**src/rtl/muldiv_pkg.sv**
```systemverilog
package muldiv_pkg;
  typedef enum logic {
    OP_MUL = 1'b0,
    OP_DIV = 1'b1
  } md_op_e;
endpackage

```
**src/rtl/mul_core.sv**
```systemverilog
module mul_core #(
  parameter int W = 16
) (
  input  logic         clk,
  input  logic         rst,
  input  logic         go,
  input  logic [W-1:0] mcand,
  input  logic [W-1:0] mplier,
  output logic         done_o,
  output logic [W-1:0] hi_o,
  output logic [W-1:0] lo_o
);
  localparam int CW = $clog2(W + 1);

  logic [W-1:0]  hi, lo, mc;
  logic [CW-1:0] cnt;
  logic          done_r;
  logic [W:0]    sum;

  // add multiplicand into upper half when current multiplier bit is set
  always_comb sum = {1'b0, hi} + (lo[0] ? {1'b0, mc} : '0);

  always_ff @(posedge clk) begin
    if (rst) begin
      hi     <= '0;
      lo     <= '0;
      mc     <= '0;
      cnt    <= '0;
      done_r <= 1'b0;
    end else begin
      done_r <= 1'b0;
      if (go) begin
        hi  <= '0;
        lo  <= mplier;
        mc  <= mcand;
        cnt <= CW'(W);
      end else if (cnt != '0) begin
        hi  <= sum[W:1];
        lo  <= {sum[0], lo[W-1:1]};
        cnt <= cnt - 1'b1;
        if (cnt == CW'(1)) done_r <= 1'b1;
      end
    end
  end

  assign done_o = done_r;
  assign hi_o   = hi;
  assign lo_o   = lo;

  // iteration count is exhausted whenever completion is signalled
  p_mul_cnt_idle_r6: assert property (@(posedge clk) disable iff (rst)
    done_r |-> (cnt == '0));
endmodule

```
**src/rtl/div_core.sv**
```systemverilog
module div_core #(
  parameter int W = 16
) (
  input  logic           clk,
  input  logic           rst,
  input  logic           go,
  input  logic [2*W-1:0] dividend,
  input  logic [W-1:0]   divisor,
  output logic           done_o,
  output logic [W-1:0]   quo_o,
  output logic [W-1:0]   rem_o
);
  localparam int DW = 2 * W;
  localparam int CW = $clog2(DW + 1);

  logic [W-1:0]  rem, dv;
  logic [DW-1:0] q;
  logic [CW-1:0] cnt;
  logic          done_r;
  logic [W:0]    shifted, diff;
  logic          fits;

  // restoring step: bring down next dividend bit, trial-subtract divisor
  always_comb begin
    shifted = {rem, q[DW-1]};
    diff    = shifted - {1'b0, dv};
    fits    = (shifted >= {1'b0, dv});
  end

  always_ff @(posedge clk) begin
    if (rst) begin
      rem    <= '0;
      dv     <= '0;
      q      <= '0;
      cnt    <= '0;
      done_r <= 1'b0;
    end else begin
      done_r <= 1'b0;
      if (go) begin
        rem <= '0;
        q   <= dividend;
        dv  <= divisor;
        cnt <= CW'(DW);
      end else if (cnt != '0) begin
        rem <= fits ? diff[W-1:0] : shifted[W-1:0];
        q   <= {q[DW-2:0], fits};
        cnt <= cnt - 1'b1;
        if (cnt == CW'(1)) done_r <= 1'b1;
      end
    end
  end

  assign done_o = done_r;
  assign quo_o  = q[W-1:0];
  assign rem_o  = rem;

  // a finished division leaves a remainder below the divisor
  p_rem_below_div_r3: assert property (@(posedge clk) disable iff (rst)
    done_r |-> (rem < dv));
endmodule

```
**src/rtl/muldiv_unit.sv**
```systemverilog
module muldiv_unit #(
  parameter int W = 16
) (
  input  logic         clk,
  input  logic         rst,
  input  logic         start,
  input  logic         op,
  input  logic [W-1:0] a_in,
  input  logic [W-1:0] y_in,
  input  logic [W-1:0] src_in,
  output logic         busy,
  output logic         done,
  output logic [W-1:0] a_out,
  output logic [W-1:0] y_out,
  output logic         flag_wr,
  output logic         carry_out,
  output logic         ovf_out,
  output logic         err_out,
  output logic         brk_out
);
  import muldiv_pkg::*;

  logic         accept, is_div, zero_src;
  logic         mul_go, div_go;
  logic         mul_done, div_done;
  logic [W-1:0] mul_hi, mul_lo, quo, rem;
  logic         dz_pend;
  logic [W-1:0] a_l, y_l;

  always_comb begin
    accept   = start && !busy;
    is_div   = (op == OP_DIV);
    zero_src = (src_in == '0);
    mul_go   = accept && !is_div;
    div_go   = accept && is_div && !zero_src;
  end

  mul_core #(.W(W)) u_mul (
    .clk    (clk),
    .rst    (rst),
    .go     (mul_go),
    .mcand  (a_in),
    .mplier (src_in),
    .done_o (mul_done),
    .hi_o   (mul_hi),
    .lo_o   (mul_lo)
  );

  div_core #(.W(W)) u_div (
    .clk      (clk),
    .rst      (rst),
    .go       (div_go),
    .dividend ({y_in, a_in}),
    .divisor  (src_in),
    .done_o   (div_done),
    .quo_o    (quo),
    .rem_o    (rem)
  );

  always_ff @(posedge clk) begin
    if (rst) begin
      busy      <= 1'b0;
      done      <= 1'b0;
      a_out     <= '0;
      y_out     <= '0;
      flag_wr   <= 1'b0;
      carry_out <= 1'b0;
      ovf_out   <= 1'b0;
      err_out   <= 1'b0;
      brk_out   <= 1'b0;
      dz_pend   <= 1'b0;
      a_l       <= '0;
      y_l       <= '0;
    end else begin
      done    <= 1'b0;
      flag_wr <= 1'b0;
      if (accept) begin
        busy    <= 1'b1;
        a_l     <= a_in;
        y_l     <= y_in;
        err_out <= 1'b0;
        brk_out <= 1'b0;
        dz_pend <= is_div && zero_src;
      end
      if (dz_pend) begin
        dz_pend <= 1'b0;
        busy    <= 1'b0;
        done    <= 1'b1;
        err_out <= 1'b1;
        brk_out <= 1'b1;
        a_out   <= a_l;
        y_out   <= y_l;
      end
      if (mul_done) begin
        busy      <= 1'b0;
        done      <= 1'b1;
        flag_wr   <= 1'b1;
        a_out     <= mul_lo;
        y_out     <= mul_hi;
        carry_out <= (mul_hi != '0);
        ovf_out   <= (mul_hi != '0);
      end
      if (div_done) begin
        busy  <= 1'b0;
        done  <= 1'b1;
        a_out <= quo;
        y_out <= rem;
      end
    end
  end

  // completion is a single-cycle pulse
  p_done_single_r6: assert property (@(posedge clk) disable iff (rst)
    done |=> !done);

  // an accepted start makes the unit busy on the next cycle
  p_busy_after_accept_r7: assert property (@(posedge clk) disable iff (rst)
    (start && !busy) |=> busy);

  // flag strobe only with completion, flags agree with the high half
  p_flag_wr_done_r2: assert property (@(posedge clk) disable iff (rst)
    flag_wr |-> done);
  p_mul_flags_r2: assert property (@(posedge clk) disable iff (rst)
    flag_wr |-> ((carry_out == (y_out != '0)) && (ovf_out == carry_out)));

  // a completion without flag strobe leaves the flags untouched
  p_div_keeps_flags_r4: assert property (@(posedge clk) disable iff (rst)
    (done && !flag_wr) |-> ($stable(carry_out) && $stable(ovf_out)));

  // an error always comes with a break request
  p_err_brk_r5: assert property (@(posedge clk) disable iff (rst)
    err_out |-> brk_out);
endmodule

```
**config.mk**
```make
export PLATFORM = sky130hd
export DESIGN_NAME = muldiv_unit
export DESIGN_NICKNAME = d
export VERILOG_FILES = /design/src/rtl/muldiv_pkg.sv /design/src/rtl/mul_core.sv /design/src/rtl/div_core.sv /design/src/rtl/muldiv_unit.sv
export SDC_FILE = /design/constraint.sdc
export NUM_CORES = 1
export LEC_CHECK = 0
export ABC_CLOCK_PERIOD_IN_PS = 3300
export BUFFER_PORTS_ARGS = -buffer_cell sky130_fd_sc_hd__buf_2
export CORE_ASPECT_RATIO = 1.4
export CORE_MARGIN = 3
export CORE_UTILIZATION = 55
export CTS_CLUSTER_DIAMETER = 60
export CTS_CLUSTER_SIZE = 25
export DETAILED_ROUTE_END_ITERATION = 12
export GPL_TIMING_DRIVEN = 0
export PLACE_DENSITY = 0.77
export SLEW_MARGIN = 20
export SYNTH_ARGS = -nofsm -noshare
export SYNTH_HDL_FRONTEND = slang
export SYNTH_SLANG_ARGS = --single-unit
```
**constraint.sdc**
```tcl
create_clock -name clk -period 3.3 [get_ports clk]
set_input_delay 0.66 -clock clk [delete_from_list [all_inputs] [get_ports clk]]
set_output_delay 0.66 -clock clk [all_outputs]
set_load 0.01 [all_outputs]
```
==> results of run 1 <==
-- synthesized netlist by cell type (3+ instances only) --
cell type / n / share of area, %
mux2i_1: 44 / 4.6
a31oi_1: 4 / 0.26
a311oi_1: 48 / 4.4
buf_2: 4 / 0.21
a21oi_1: 128 / 6.7
a32oi_1: 3 / 0.28
nor4_1: 9 / 0.59
nor3_1: 12 / 0.63
and3_1: 4 / 0.26
xor2_1: 13 / 1.2
dfxtp_1: 195 / 41
o21ai_0: 65 / 3.4
nand2b_1: 9 / 0.59
a21o_1: 13 / 1.0
or3_1: 3 / 0.20
nand3_1: 41 / 2.1
o31ai_1: 5 / 0.39
a211oi_1: 9 / 0.71
o21a_1: 3 / 0.24
nor2_1: 111 / 4.4
ha_1: 37 / 4.8
nand4_1: 9 / 0.59
nor2b_1: 8 / 0.52
nand2_1: 270 / 11
inv_1: 23 / 0.90
xnor2_1: 19 / 1.7
clkbuf_1: 66 / 2.6
and2_1: 16 / 1.0
buf_1: 8 / 0.31
-- through the flow --
| step | instance area [um2] | setup slack (ps) |
|---|---|---|
| 3_3_place_gp | 10290 | 263.5 |
| 5_1_grt | 10890 | 192.0 |
| 4_1_cts | 10890 | 477.1 |
| 3_5_place_dp | 10300 | 380.2 |
| 6_report | 10890 | 455.7 |
| 2_1_floorplan | 9554 | 853.0 |
-- per-layer routing --
layer	share of wire (%)	up-vias	routed length (um)	track usage, %
li1	-	4455	-	-
met1	39	4342	11560	34.96
met2	47	389	13880	51.79
met3	6.2	111	1835	5.886
met4	7.7	0	2277	21.34
met5	0	-	0	0
-- state kept, by name, summed over array words and instances, names as in the netlist --
register,cells
u_mul.cnt,5
busy,1
u_mul.done_o,1
a_out,16
brk_out,1
u_div.q,32
u_mul.mc,16
y_l,16
y_out,16
u_div.dv,16
u_div.rem_o,16
u_div.cnt,6
dz_pend,1
u_div.done_o,1
u_mul.lo_o,16
ovf_out,1
a_l,16
done,1
u_mul.hi_o,16
flag_wr,1
-- layout make-up --
type	count	area (um2)	area share (%)
multi-input combinational	915	5236	48.10
sequential	195	3904	35.86
timing repair buffer	90	450.4	4.138
clock buffer	18	439.2	4.034
buffer	83	334.1	3.069
tap	232	290.3	2.667
clock inverter	14	145.1	1.333
inverter	23	86.33	0.7931
-- cells in the final DEF (no fill, tap or decap), types with 23 or more instances in the layout --
cell      synthesis  final
buf_2             4     94
ha_1             37     37
nand2_1         270    270
nor2_1          111    111
a21oi_1         128    128
a311oi_1         48     48
inv_1            23     23
clkbuf_1         66     66
o21ai_0          65     65
nand3_1          41     41
mux2i_1          44     44
dfxtp_1         195    195
-- critical path, stage by stage (launching register included) --
cell and delay, ps:
dfxtp_1 490, clkbuf_1 300, and2_1 220, ha_1 310
a21o_1 210, a22oi_1 210, nor2b_1 260, nor3_1 90
o41a_1 340, xnor2_1 130, a211oi_1 210
-- path summary, 6_finish.rpt --
path / endpoint / from / slack, ps
hold / removal: busy / start / 440
setup reg to reg: u_mul.hi_o[13] / u_mul.lo_o[0] / 460
setup / recovery: u_mul.hi_o[13] / u_mul.lo_o[0] / 460
hold reg to reg: y_out[10] / y_out[10] / 450
-- power groups by stage --
| stage | Clock, W | Sequential [W] | Combinational [W] |
|---|---|---|---|
| 2_1_floorplan | 0 | 0.00294 | 0.00228 |
| 3_3_place_gp | 0 | 0.00301 | 0.00301 |
| 3_5_place_dp | 0 | 0.00302 | 0.00305 |
| 4_1_cts | 0.00209 | 0.00297 | 0.00308 |
| 5_1_grt | 0.00221 | 0.00302 | 0.00340 |
| 6_report | 0.00209 | 0.00298 | 0.00313 |
-- kinds of logic after synthesis --
kind of cell / synth area share, %
AND/OR/NAND/NOR: 22.85
AO/OA/AOI/OAI: 19.08
flip-flops: 40.86
buffers and inverters: 4.400
multiplexers: 4.610
adder cells (fa/ha/maj): 5.265
XOR/XNOR: 2.933
==> run summary, run 1 <==
Maximum root-to-sink buffer count -> 2
Vias in the first global route -> 8897
Post-Syn Area -> 0.009554 mm2
Ys async rst share -> 0%
Reg clk slew, reported paths -> 70 ps
Setup bufs post-CTS -> 0
Part of the power in registers -> 36.4%
Rows -> 56
I/O pins -> 91
Post-Syn Area per Cell -> 7.857 um2
Critical Path RT -> 3660 ps
Clock skew -> 11.27 ps
Nets -> 1416
Die area -> 0.01901 mm2
Routed WL -> 29560 um
Post-route ant nets -> 0
CTS tree -> yes
Total power draw -> 0.008200 W
Crit Path Category -> reg -> reg
Post-Syn Nets -> 1307
Routed wire per std cell -> 18.82 um
Crit. End Element -> flop
Total grt overflow -> 0
Seq cells post-synth -> 195
Layout area overhead -> 13.93%
WHS Path Cells -> 2
PortBufs -> 89
Die width -> 117.4 um
Ys flop type -> dfxtp_1
Crit start category -> flop
Rel. slew slack -> 48.06%
Clock Root Buffer -> clkbuf_16
Final Hold Vio Count -> 0
Comb pwr share -> 38.1%
Hold_buf cts -> 0
Largest net degree at the start of global routing -> 19
Psw -> 0.003315 W
Diodes inserted -> 0
Setup TNS Final -> 0 ps
Initial antenna violation count -> 0
Layout cell share with drive strength beyond 1 -> 10.76%
EDFF count, synth -> 0
Crit path time final -> 2844 ps
R2r worst-path depth -> 10
Pwr dens -> 753.3 mW/mm2
Max Cap Viol -> 0
Post-route core utilization -> 64.46%
H-tree depth -> 4
Drt initial violations -> 928
Outcome -> finished clean
Critical Path AT -> 3200 ps
Initial Util -> 56.58%
CP max FO -> 10
Max Clk Rate -> 351.6 MHz
Cell count after synthesis -> 1216
DRT Pass-1 Iters -> 7
Pins Over Slew Limit -> 0
Worst-Skew Late Latency -> 450 ps
Sequential area share after synthesis -> 40.86%
Global-route wire length before repair -> 45980 um
Synth warn -> 0
Max VDD drop -> 0.0003821 V
Cell Count Post-Placement -> 1538
Min-delay worst type -> in -> reg
Yosys cell types -> 56
DPL Wire Length -> 22410 um
Fin crit share -> 86.19%
Internal power -> 0.004884 W
Fin cells -> 1570
Clock power share -> 25.5%
Setup Viol. Count Final -> 0
Die height -> 161.9 um
GRT Total Usage -> 30.62%
Switching fraction of total power -> 40.43%
Resized cells post-CTS -> 0
WHS -> 438.6 ps
# fillers -> 1512
Leakage -> 4.233 nW
Vias per cell -> 5.922
Clock sink count -> 195
RSZ-0062 raised after global routing -> no
TritonCTS Buffers -> 17
Vias -> 9297
# DRC -> 0
Actual slew at the worst max-slew pin -> 772.6 ps
Core area -> 0.01689 mm2
Placer's final routability congestion estimate -> 1.040
Power figures use the tool's default switching activity.
==> inputs of run 2 (changes only) <==
--- a/config.mk
+++ b/config.mk
@@ -7,7 +7,6 @@
 export LEC_CHECK = 0
 export ABC_CLOCK_PERIOD_IN_PS = 3300
 export BUFFER_PORTS_ARGS = -buffer_cell sky130_fd_sc_hd__buf_2
-export CORE_ASPECT_RATIO = 1.4
 export CORE_MARGIN = 3
 export CORE_UTILIZATION = 55
 export CTS_CLUSTER_DIAMETER = 60
==> run summary, run 2 (same netlist as run 1, synthesis figures left out) <==
Total power draw -> 0.008213 W
Min-delay worst type -> in -> reg
Critical Path RT -> 3660 ps
Rel. slew slack -> 47.07%
Biggest register -> u_div.q
Pwr dens -> 754.3 mW/mm2
Multi-input gate area -> 0.005236 mm2
Crit path max-delay family -> compound AO/OA/AOI/OAI gates
Critical Path AT -> 3150 ps
Vias in the first global route -> 8397
Routed wire per std cell -> 18.47 um
Crit path time final -> 2791 ps
Layout cell share with drive strength beyond 1 -> 10.76%
Die width -> 137.8 um
DR top layer -> met5
Post-route core utilization -> 64.74%
Nets -> 1416
CP max FO -> 10
Setup bufs post-CTS -> 0
R2r worst-path depth -> 10
Maximum root-to-sink buffer count -> 2
Clock skew -> 10.39 ps
Vias per cell -> 5.974
Reg clk slew, reported paths -> 80 ps
Min-Delay Endpoint -> busy
Worst path slowest cell -> dfxtp_1
I/O pins -> 91
Hold_buf cts -> 0
Die height -> 137.8 um
Core area -> 0.01682 mm2
Total grt overflow -> 0
Max VDD drop -> 0.0004788 V
Final Hold Vio Count -> 0
# fillers -> 1525
Initial antenna violation count -> 1
Met2 Routed Length -> 12760 um
Placer's final routability congestion estimate -> 1.003
Worst-Skew Late Latency -> 450 ps
Fin crit share -> 84.57%
Clock Root Buffer -> clkbuf_16
WHS Path Cells -> 2
Terminus of the critical flop-to-flop path -> u_mul.hi_o[13]
Critical path depth -> 10
Wl on met1 -> 12260 um
Die area -> 0.01899 mm2
Diodes inserted -> 0
Routed WL -> 28770 um
Hold_sp -> start
Crit start category -> flop
RSZ-0062 raised after global routing -> no
Rows -> 47
FF+latch area -> 0.003904 mm2
Post-route ant nets -> 0
PortBufs -> 89
DPL Wire Length -> 22010 um
Buf+Inv Stages, Crit Path -> 1
DRT Pass-1 Iters -> 5
Max Clk Rate -> 358.3 MHz
CTS tree -> yes
R2R Setup Slk -> 510 ps
Resized cells post-CTS -> 0
# DRC -> 0
Post-Layout Inst Area -> 0.01089 mm2
Largest net degree at the start of global routing -> 20
Crit. End Element -> flop
Initial Util -> 56.81%
Drt initial violations -> 1075
Commonest non-fill, non-tap cell in the layout -> nand2_1
Routed met3 length -> 2679 um
WHS -> 432.8 ps
Setup TNS Final -> 0 ps
Pins Over Slew Limit -> 0
CP max stage delay -> 490 ps
Vias -> 9308
Most frequent cells in the layout -> 270 x nand2_1, 195 x dfxtp_1, 128 x a21oi_1
H-tree depth -> 4
Actual slew at the worst max-slew pin -> 794.0 ps
Max Cap Viol -> 0
Global-route wire length before repair -> 44600 um
Cell breakdown of the critical path -> clkbuf_1, and2_1, ha_1, a21o_1, a22oi_1, nor2b_1, nor3_1, o41a_1, xnor2_1, a211oi_1
Number of flip-flops under the largest register name -> 32
Placement Cell Area -> 0.01029 mm2
Clock sink count -> 195
TritonCTS Buffers -> 17
Setup Viol. Count Final -> 0
Layout area overhead -> 13.97%
Crit Path Category -> reg -> reg
RR Startpoint -> u_mul.lo_o[0]
Outcome -> finished clean
Leakage -> 4.241 nW
GRT Total Usage -> 30.40%
run 2: layout make-up:
type	instances	area share, %
well taps	220	2.528
clock inverters	14	1.505
inverters	23	0.7928
multi-input cells	915	48.09
plain buffers	83	3.068
clock buffers	18	4.033
repair buffers	90	4.137
flip-flops and latches	195	35.85
run 2: how the worst max path moves through the flow:
stage,startpoint,endpoint
floorplan,u_mul.lo_o[0],u_mul.hi_o[13]
global placement,rst,a_out[9]
detailed placement,start,u_div.rem_o[13]
CTS,u_mul.lo_o[0],u_mul.hi_o[13]
global route,u_mul.lo_o[0],u_mul.hi_o[13]
finish,u_mul.lo_o[0],u_mul.hi_o[13]
run 2: power breakdown:
part / internal, W / switching [W] / leakage, nW
clock network: 0.00111 / 0.00102 / 0.296
logic: 0.00112 / 0.00198 / 2.35
registers: 0.00268 / 0.000306 / 1.59
total: 0.00490 / 0.00331 / 4.24
run 2: stage by stage:
stage	std cells	worst slack [ps]
final	1558	509.2
after global routing	1558	317.6
after CTS	1558	522.5
after detailed placement	1526	426.7
after global placement	1525	360.2
after floorplan	1216	853.0
run 2: metal layers:
metal	GRT usage, %	vias up
met1	41.81	4376
met2	46.94	416
met3	5.551	69
met4	12.79	2
met5	0	-
li1	-	4445
run 2: worst reg2reg max path: stages (launching register included):
cell      delay [ps]
dfxtp_1          490
clkbuf_1         280
and2_1           200
ha_1             290
a21o_1           210
a22oi_1          220
nor2b_1          230
nor3_1            90
o41a_1           340
xnor2_1          140
a211oi_1         230
